## config.mk

```make
export PLATFORM = sky130hd
export DESIGN_NAME = vxi_unit
export DESIGN_NICKNAME = d
export VERILOG_FILES = /design/src/rtl/vxi_pkg.sv /design/src/rtl/vxi_insert.sv /design/src/rtl/vxi_pick.sv /design/src/rtl/vxi_out_reg.sv /design/src/rtl/vxi_unit.sv
export SDC_FILE = /design/constraint.sdc
export NUM_CORES = 1
export LEC_CHECK = 0
export BUFFER_PORTS_ARGS = -buffer_cell sky130_fd_sc_hd__buf_2
export CAP_MARGIN = 20
export CORE_AREA = 2 2 300 302
export CTS_BUF_LIST = sky130_fd_sc_hd__clkbuf_16
export DETAILED_ROUTE_END_ITERATION = 6
export DIE_AREA = 0 0 302 304
export GPL_ROUTABILITY_DRIVEN = 0
export PLACE_DENSITY = 0.39
export SYNTH_ARGS = -nofsm -noshare
export SYNTH_HDL_FRONTEND = slang
export SYNTH_SLANG_ARGS = --single-unit
```

## constraint.sdc

```tcl
create_clock -name clk -period 8.3 [get_ports clk]
set_input_delay 1.245 -clock clk [delete_from_list [all_inputs] [get_ports clk]]
set_output_delay 1.245 -clock clk [all_outputs]
set_load 0.01 [all_outputs]
```

## src/rtl/vxi_pkg.sv

```systemverilog
package vxi_pkg;

    localparam int VLEN    = 256;
    localparam int WORD_W  = 32;
    localparam int DWORD_W = 2 * WORD_W;
    localparam int N_WORDS = VLEN / WORD_W;
    localparam int IDX_W   = $clog2(N_WORDS);

    typedef enum logic {
        OP_INSERT = 1'b0,
        OP_PICK   = 1'b1
    } vop_e;

    typedef enum logic {
        SZ_WORD  = 1'b0,
        SZ_DWORD = 1'b1
    } vsz_e;

    typedef struct packed {
        vop_e             op;
        vsz_e             size;
        logic [IDX_W-1:0] idx;
    } vctl_t;

    // Doubleword slot index taken from the low bits of the immediate
    function automatic logic [IDX_W-2:0] dslot(input logic [IDX_W-1:0] imm);
        return imm[IDX_W-2:0];
    endfunction

endpackage

```

## src/rtl/vxi_insert.sv

```systemverilog
module vxi_insert
    import vxi_pkg::*;
#(
    parameter int VW = vxi_pkg::VLEN,
    parameter int EW = vxi_pkg::WORD_W,
    parameter int IW = $clog2(VW / EW)
) (
    input  vsz_e          size,
    input  logic [IW-1:0] idx,
    input  logic [VW-1:0] src,
    input  logic [VW-1:0] dst,
    output logic [VW-1:0] res
);
    localparam int NW = VW / EW;

    for (genvar g = 0; g < NW; g++) begin : g_lane
        localparam int HALF = g % 2;
        logic hit_w;
        logic hit_d;
        assign hit_w = (size == SZ_WORD)  && (idx == IW'(g));
        assign hit_d = (size == SZ_DWORD) && (idx[IW-2:0] == (IW-1)'(g / 2));
        assign res[g*EW +: EW] = hit_w ? src[EW-1:0] :
                                 hit_d ? src[HALF*EW +: EW] :
                                         dst[g*EW +: EW];
    end

endmodule

```

## src/rtl/vxi_pick.sv

```systemverilog
module vxi_pick
    import vxi_pkg::*;
#(
    parameter int VW = vxi_pkg::VLEN,
    parameter int EW = vxi_pkg::WORD_W,
    parameter int IW = $clog2(VW / EW)
) (
    input  vsz_e          size,
    input  logic [IW-1:0] idx,
    input  logic [VW-1:0] src,
    output logic [VW-1:0] res
);
    localparam int NW = VW / EW;
    localparam int ND = NW / 2;
    localparam int DW = 2 * EW;

    logic [EW-1:0] word_sel;
    logic [DW-1:0] dword_sel;

    always_comb begin
        word_sel = '0;
        for (int i = 0; i < NW; i++) begin
            if (idx == IW'(i)) word_sel = src[i*EW +: EW];
        end
    end

    always_comb begin
        dword_sel = '0;
        for (int i = 0; i < ND; i++) begin
            if (idx[IW-2:0] == (IW-1)'(i)) dword_sel = src[i*DW +: DW];
        end
    end

    always_comb begin
        res = '0;
        if (size == SZ_WORD) res[EW-1:0] = word_sel;
        else                 res[DW-1:0] = dword_sel;
    end

endmodule

```

## src/rtl/vxi_out_reg.sv

```systemverilog
module vxi_out_reg
    import vxi_pkg::*;
#(
    parameter int VW = vxi_pkg::VLEN
) (
    input  logic          clk,
    input  logic          rst,
    input  logic          in_valid,
    output logic          in_ready,
    input  vctl_t         in_ctl,
    input  logic [VW-1:0] in_vec,
    output logic          out_valid,
    input  logic          out_ready,
    output vctl_t         out_ctl,
    output logic [VW-1:0] out_vec
);
    assign in_ready = !out_valid || out_ready;

    always_ff @(posedge clk) begin
        if (rst) begin
            out_valid <= 1'b0;
        end else if (in_ready) begin
            out_valid <= in_valid;
        end
    end

    always_ff @(posedge clk) begin
        if (in_valid && in_ready) begin
            out_vec <= in_vec;
            out_ctl <= in_ctl;
        end
    end


    stall_hold_chk: assert property (@(posedge clk) disable iff (rst)
        (out_valid && !out_ready) |=> (out_valid && $stable(out_vec)));


    drain_drop_chk: assert property (@(posedge clk) disable iff (rst)
        (out_valid && out_ready && !in_valid) |=> !out_valid);


    reset_clear_chk: assert property (@(posedge clk) rst |=> !out_valid);

endmodule

```

## src/rtl/vxi_unit.sv

```systemverilog
module vxi_unit
    import vxi_pkg::*;
#(
    parameter int VW = vxi_pkg::VLEN,
    parameter int EW = vxi_pkg::WORD_W,
    parameter int IW = $clog2(VW / EW)
) (
    input  logic          clk,
    input  logic          rst,
    input  logic          req_valid,
    output logic          req_ready,
    input  logic          req_op,
    input  logic          req_size,
    input  logic [IW-1:0] req_imm,
    input  logic [VW-1:0] src_vec,
    input  logic [VW-1:0] dst_vec,
    output logic          rsp_valid,
    input  logic          rsp_ready,
    output logic [VW-1:0] rsp_vec
);
    localparam int NW = VW / EW;
    localparam int ND = NW / 2;
    localparam int DW = 2 * EW;

    vctl_t         req_ctl;
    vctl_t         held_ctl;
    logic [VW-1:0] ins_res;
    logic [VW-1:0] pick_res;
    logic [VW-1:0] next_vec;

    assign req_ctl.op   = vop_e'(req_op);
    assign req_ctl.size = vsz_e'(req_size);
    assign req_ctl.idx  = req_imm;

    vxi_insert #(.VW(VW), .EW(EW), .IW(IW)) i_insert (
        .size (req_ctl.size),
        .idx  (req_imm),
        .src  (src_vec),
        .dst  (dst_vec),
        .res  (ins_res)
    );

    vxi_pick #(.VW(VW), .EW(EW), .IW(IW)) i_pick (
        .size (req_ctl.size),
        .idx  (req_imm),
        .src  (src_vec),
        .res  (pick_res)
    );

    assign next_vec = (req_ctl.op == OP_PICK) ? pick_res : ins_res;

    vxi_out_reg #(.VW(VW)) i_out (
        .clk       (clk),
        .rst       (rst),
        .in_valid  (req_valid),
        .in_ready  (req_ready),
        .in_ctl    (req_ctl),
        .in_vec    (next_vec),
        .out_valid (rsp_valid),
        .out_ready (rsp_ready),
        .out_ctl   (held_ctl),
        .out_vec   (rsp_vec)
    );

    // Observation helpers for the assertions below
    logic [EW-1:0] rsp_word_at_idx;
    logic [DW-1:0] rsp_dword_at_idx;
    logic [EW-1:0] src_word_at_imm;
    logic [DW-1:0] src_dword_at_imm;
    logic          accept;

    assign accept = req_valid && req_ready;

    always_comb begin
        rsp_word_at_idx = '0;
        src_word_at_imm = '0;
        for (int i = 0; i < NW; i++) begin
            if (held_ctl.idx == IW'(i)) rsp_word_at_idx = rsp_vec[i*EW +: EW];
            if (req_imm == IW'(i))      src_word_at_imm = src_vec[i*EW +: EW];
        end
    end

    always_comb begin
        rsp_dword_at_idx = '0;
        src_dword_at_imm = '0;
        for (int i = 0; i < ND; i++) begin
            if (dslot(held_ctl.idx) == (IW-1)'(i)) rsp_dword_at_idx = rsp_vec[i*DW +: DW];
            if (dslot(req_imm) == (IW-1)'(i))      src_dword_at_imm = src_vec[i*DW +: DW];
        end
    end


    accept_latency_chk: assert property (@(posedge clk) disable iff (rst)
        accept |=> rsp_valid);


    ins_word_chk: assert property (@(posedge clk) disable iff (rst)
        (accept && !req_op && !req_size) |=> (rsp_word_at_idx == $past(src_vec[EW-1:0])));


    ins_dword_chk: assert property (@(posedge clk) disable iff (rst)
        (accept && !req_op && req_size) |=> (rsp_dword_at_idx == $past(src_vec[DW-1:0])));


    pick_word_chk: assert property (@(posedge clk) disable iff (rst)
        (accept && req_op && !req_size) |=> (rsp_vec[EW-1:0] == $past(src_word_at_imm)));


    pick_dword_chk: assert property (@(posedge clk) disable iff (rst)
        (accept && req_op && req_size) |=> (rsp_vec[DW-1:0] == $past(src_dword_at_imm)));


    pick_zero_w_chk: assert property (@(posedge clk) disable iff (rst)
        (rsp_valid && held_ctl.op == OP_PICK && held_ctl.size == SZ_WORD)
        |-> (rsp_vec[VW-1:EW] == '0));


    pick_zero_d_chk: assert property (@(posedge clk) disable iff (rst)
        (rsp_valid && held_ctl.op == OP_PICK && held_ctl.size == SZ_DWORD)
        |-> (rsp_vec[VW-1:DW] == '0));

endmodule

```

==> qor.txt <==
Initial antenna violation count - 38
Dpl cells - 3,320
Worst-Skew Late Latency - 550 ps
Die W - 302 um
CTS tree - done
Worst-path clk slew - 60 ps
Vias in the first global route - 16,700
Leading cell type in the layout, fill and taps excluded - buf_2
Least-Margin Pin Slew - 1180 ps
Initial Util - 19.1%
Root buffer cell - clkbuf_16
Slew HR - 21.6%
CP Data Required Time - 8680 ps
Fin Hold WS - 524 ps
PwrDens - 174 mW/mm^2
CTS hold repair buffers - 0
Post-CTS sizing - 0
Vias - 16,500
Endpoints failing setup - 0
Largest net degree at the start of global routing - 139
Final Max Tran Viols - 0
Startpoint Class - primary input
Hold Crit Class - flop to flop
Core Area - 0.0890 sq mm
Setup CP Type - primary input to flop
DR iter-0 viols - 1,479
Total GRT Usage - 20.4%
Clock sinks - 257
Overall power - 3.98 mW
Internal - 2.76 mW
DP Wirelength - 71,000 um
Worst vdd ir - 0.000101 V
Synth cell types - 45
Fill count - 9,571
Crit end category - flop
Mean Syn Cell Area - 11.2 sq um
Synth Instances - 1,520
Min cycle time layout - 4280 ps
Wire per inst - 28.6 um
Flop pwr share - 39.8%
Pleak - 9.83 nW
First-pass GRT wire length - 132,000 um
Final net count - 2,703
# DRC - 0
Syn. warnings - 0
Clock share of power - 38.0%
Detailed Route WL - 97,300 um
Top fanout value on the critical path - 49
CP peak stage delay - 780 ps
MaxCap Viol Count - 0
Total iterations of the first detailed-routing run - 5
Layout Cells excl Fill - 3,408
Post-route ant nets - 0
Max Fclk - 0.233 GHz
Crit path arrival time - 4670 ps
Outcome - finished clean
RSZ-0062 raised after global routing - no
Die area - 0.0918 sq mm
Reg area - 0.00771 sq mm
Accumulated negative setup slack - 0 ps
Multi-input logic area - 0.00834 sq mm
Height of the die - 304 um
Tcrit/Tclk final - 51.6%
P&R area growth vs syn - 34.5%
Num CTS Buffers - 36
Share of cells above drive strength 1 - 45.6%
Synthesized flop and latch total - 257
Reg2reg setup slack - 5570 ps
IO Pins - 779
Final Skew - 21.6 ps
CP max-delay cell - o21a_2
Crit-path cells - clkbuf_8 -> buf_4 -> nand2b_2 -> buf_4 -> o21a_2 -> nand2_1 -> a21oi_1
H-tree depth - 2
Setup Buffers After CTS - 0
Cell Area, Synth - 0.0170 sq mm
Count of input and output buffers - 778
NetSw - 1.22 mW
Congestion Overflow GR - 0
DR vias/cell - 4.85
Hold Violations, Final - 0
CP most frequent cell - buf_4
Num rows - 110
CTS max path bufs - 3
Logic pwr share - 22.2%
Commonest cells after routing, fill and taps aside - buf_2, edfxtp_1, nand2_1
Seq/Total Area, Yosys - 45.3%
Mapped Nets - 2,041
Switching part of the total - 30.6%
cell type report:
type / instances / area share, %
sequential: 257 / 33.7
inverter: 8 / 0.137
clock inverter: 27 / 0.810
clock buffer: 36 / 3.94
timing repair buffer: 804 / 18.2
antenna: 25 / 0.274
tap: 1176 / 6.44
multi-input combinational: 1075 / 36.5
state kept, by name (all words and copies together), names as in the netlist:
| name | flops |
|---|---|
| i_out.out_valid | 1 |
| i_out.out_vec | 256 |
critical path, delay by kind of cell:
family | cells | cell delay, ps
compound gates | 2 | 970
simple gates | 2 | 740
buf+inv | 3 | 1560
metal layers:
metal	GRT usage (%)	share of wire (%)
met1	25.3	40
met2	34.0	49
met3	4.31	7.6
met4	8.39	3.6
met5	0	0.087
synth_stat cells (all sizes together):
cell type	count	area share (%)
edfxtp	256	45
a31o	6	0.31
a211oi	129	5.7
nand3b	2	0.088
nor2	160	3.5
or3b	3	0.17
nand2b	5	0.18
nor2b	2	0.074
mux4	86	11
a221oi	4	0.21
inv	8	0.18
a32oi	5	0.26
o22ai	33	1.2
or3	2	0.074
dfxtp	1	0.12
o21ai	28	0.91
nand3	9	0.29
mux2i	152	9.0
a21o	1	0.044
a22o	26	1.3
mux2	52	3.4
o21a	2	0.088
o221ai	3	0.15
and2	2	0.074
a2111oi	3	0.15
or2	1	0.037
nor3b	1	0.074
buf	123	4.5
or4b	1	0.059
a21oi	129	3.9
clkbuf	57	1.3
nand2	202	4.5
a221o	26	1.5
metrics by stage:
| stage | util (%) | cell area [sq um] | worst slack (ps) |
|---|---|---|---|
| final | 25.7 | 22900 | 4020 |
| after floorplan | - | 17000 | 366 |
| after CTS | 25.6 | 22800 | 4020 |
| after detailed placement | 24.4 | 21700 | 3410 |
| after global routing | 25.7 | 22900 | 3810 |
| after global placement | 24.3 | 21700 | 3500 |
cell families after synthesis:
| group | synth area share, % |
|---|---|
| AOI/OAI and AO/OA | 15.8 |
| DFF | 45.3 |
| muxes | 23.8 |
| buffers and inverters | 5.90 |
| and+or+nand+nor | 9.18 |
power groups by stage:
stage | registers (mW) | clock network [mW] | logic [mW]
global route | 1.59 | 1.59 | 0.951
detailed placement | 1.61 | 0 | 0.893
finish | 1.59 | 1.51 | 0.885
CTS | 1.59 | 1.56 | 0.895
global placement | 1.61 | 0 | 0.884
floorplan | 1.68 | 0 | 0.405
path summary, 6_finish.rpt:
path | end | cells past startpoint | startpoint
worst max register to register | i_out.out_vec[201] | 4 | i_out.out_valid
worst min register to register | i_out.out_valid | 2 | i_out.out_valid
worst min-delay path | i_out.out_valid | 2 | i_out.out_valid
worst max-delay path | i_out.out_vec[221] | 7 | req_imm[0]
(Power assumes the default switching activity.)
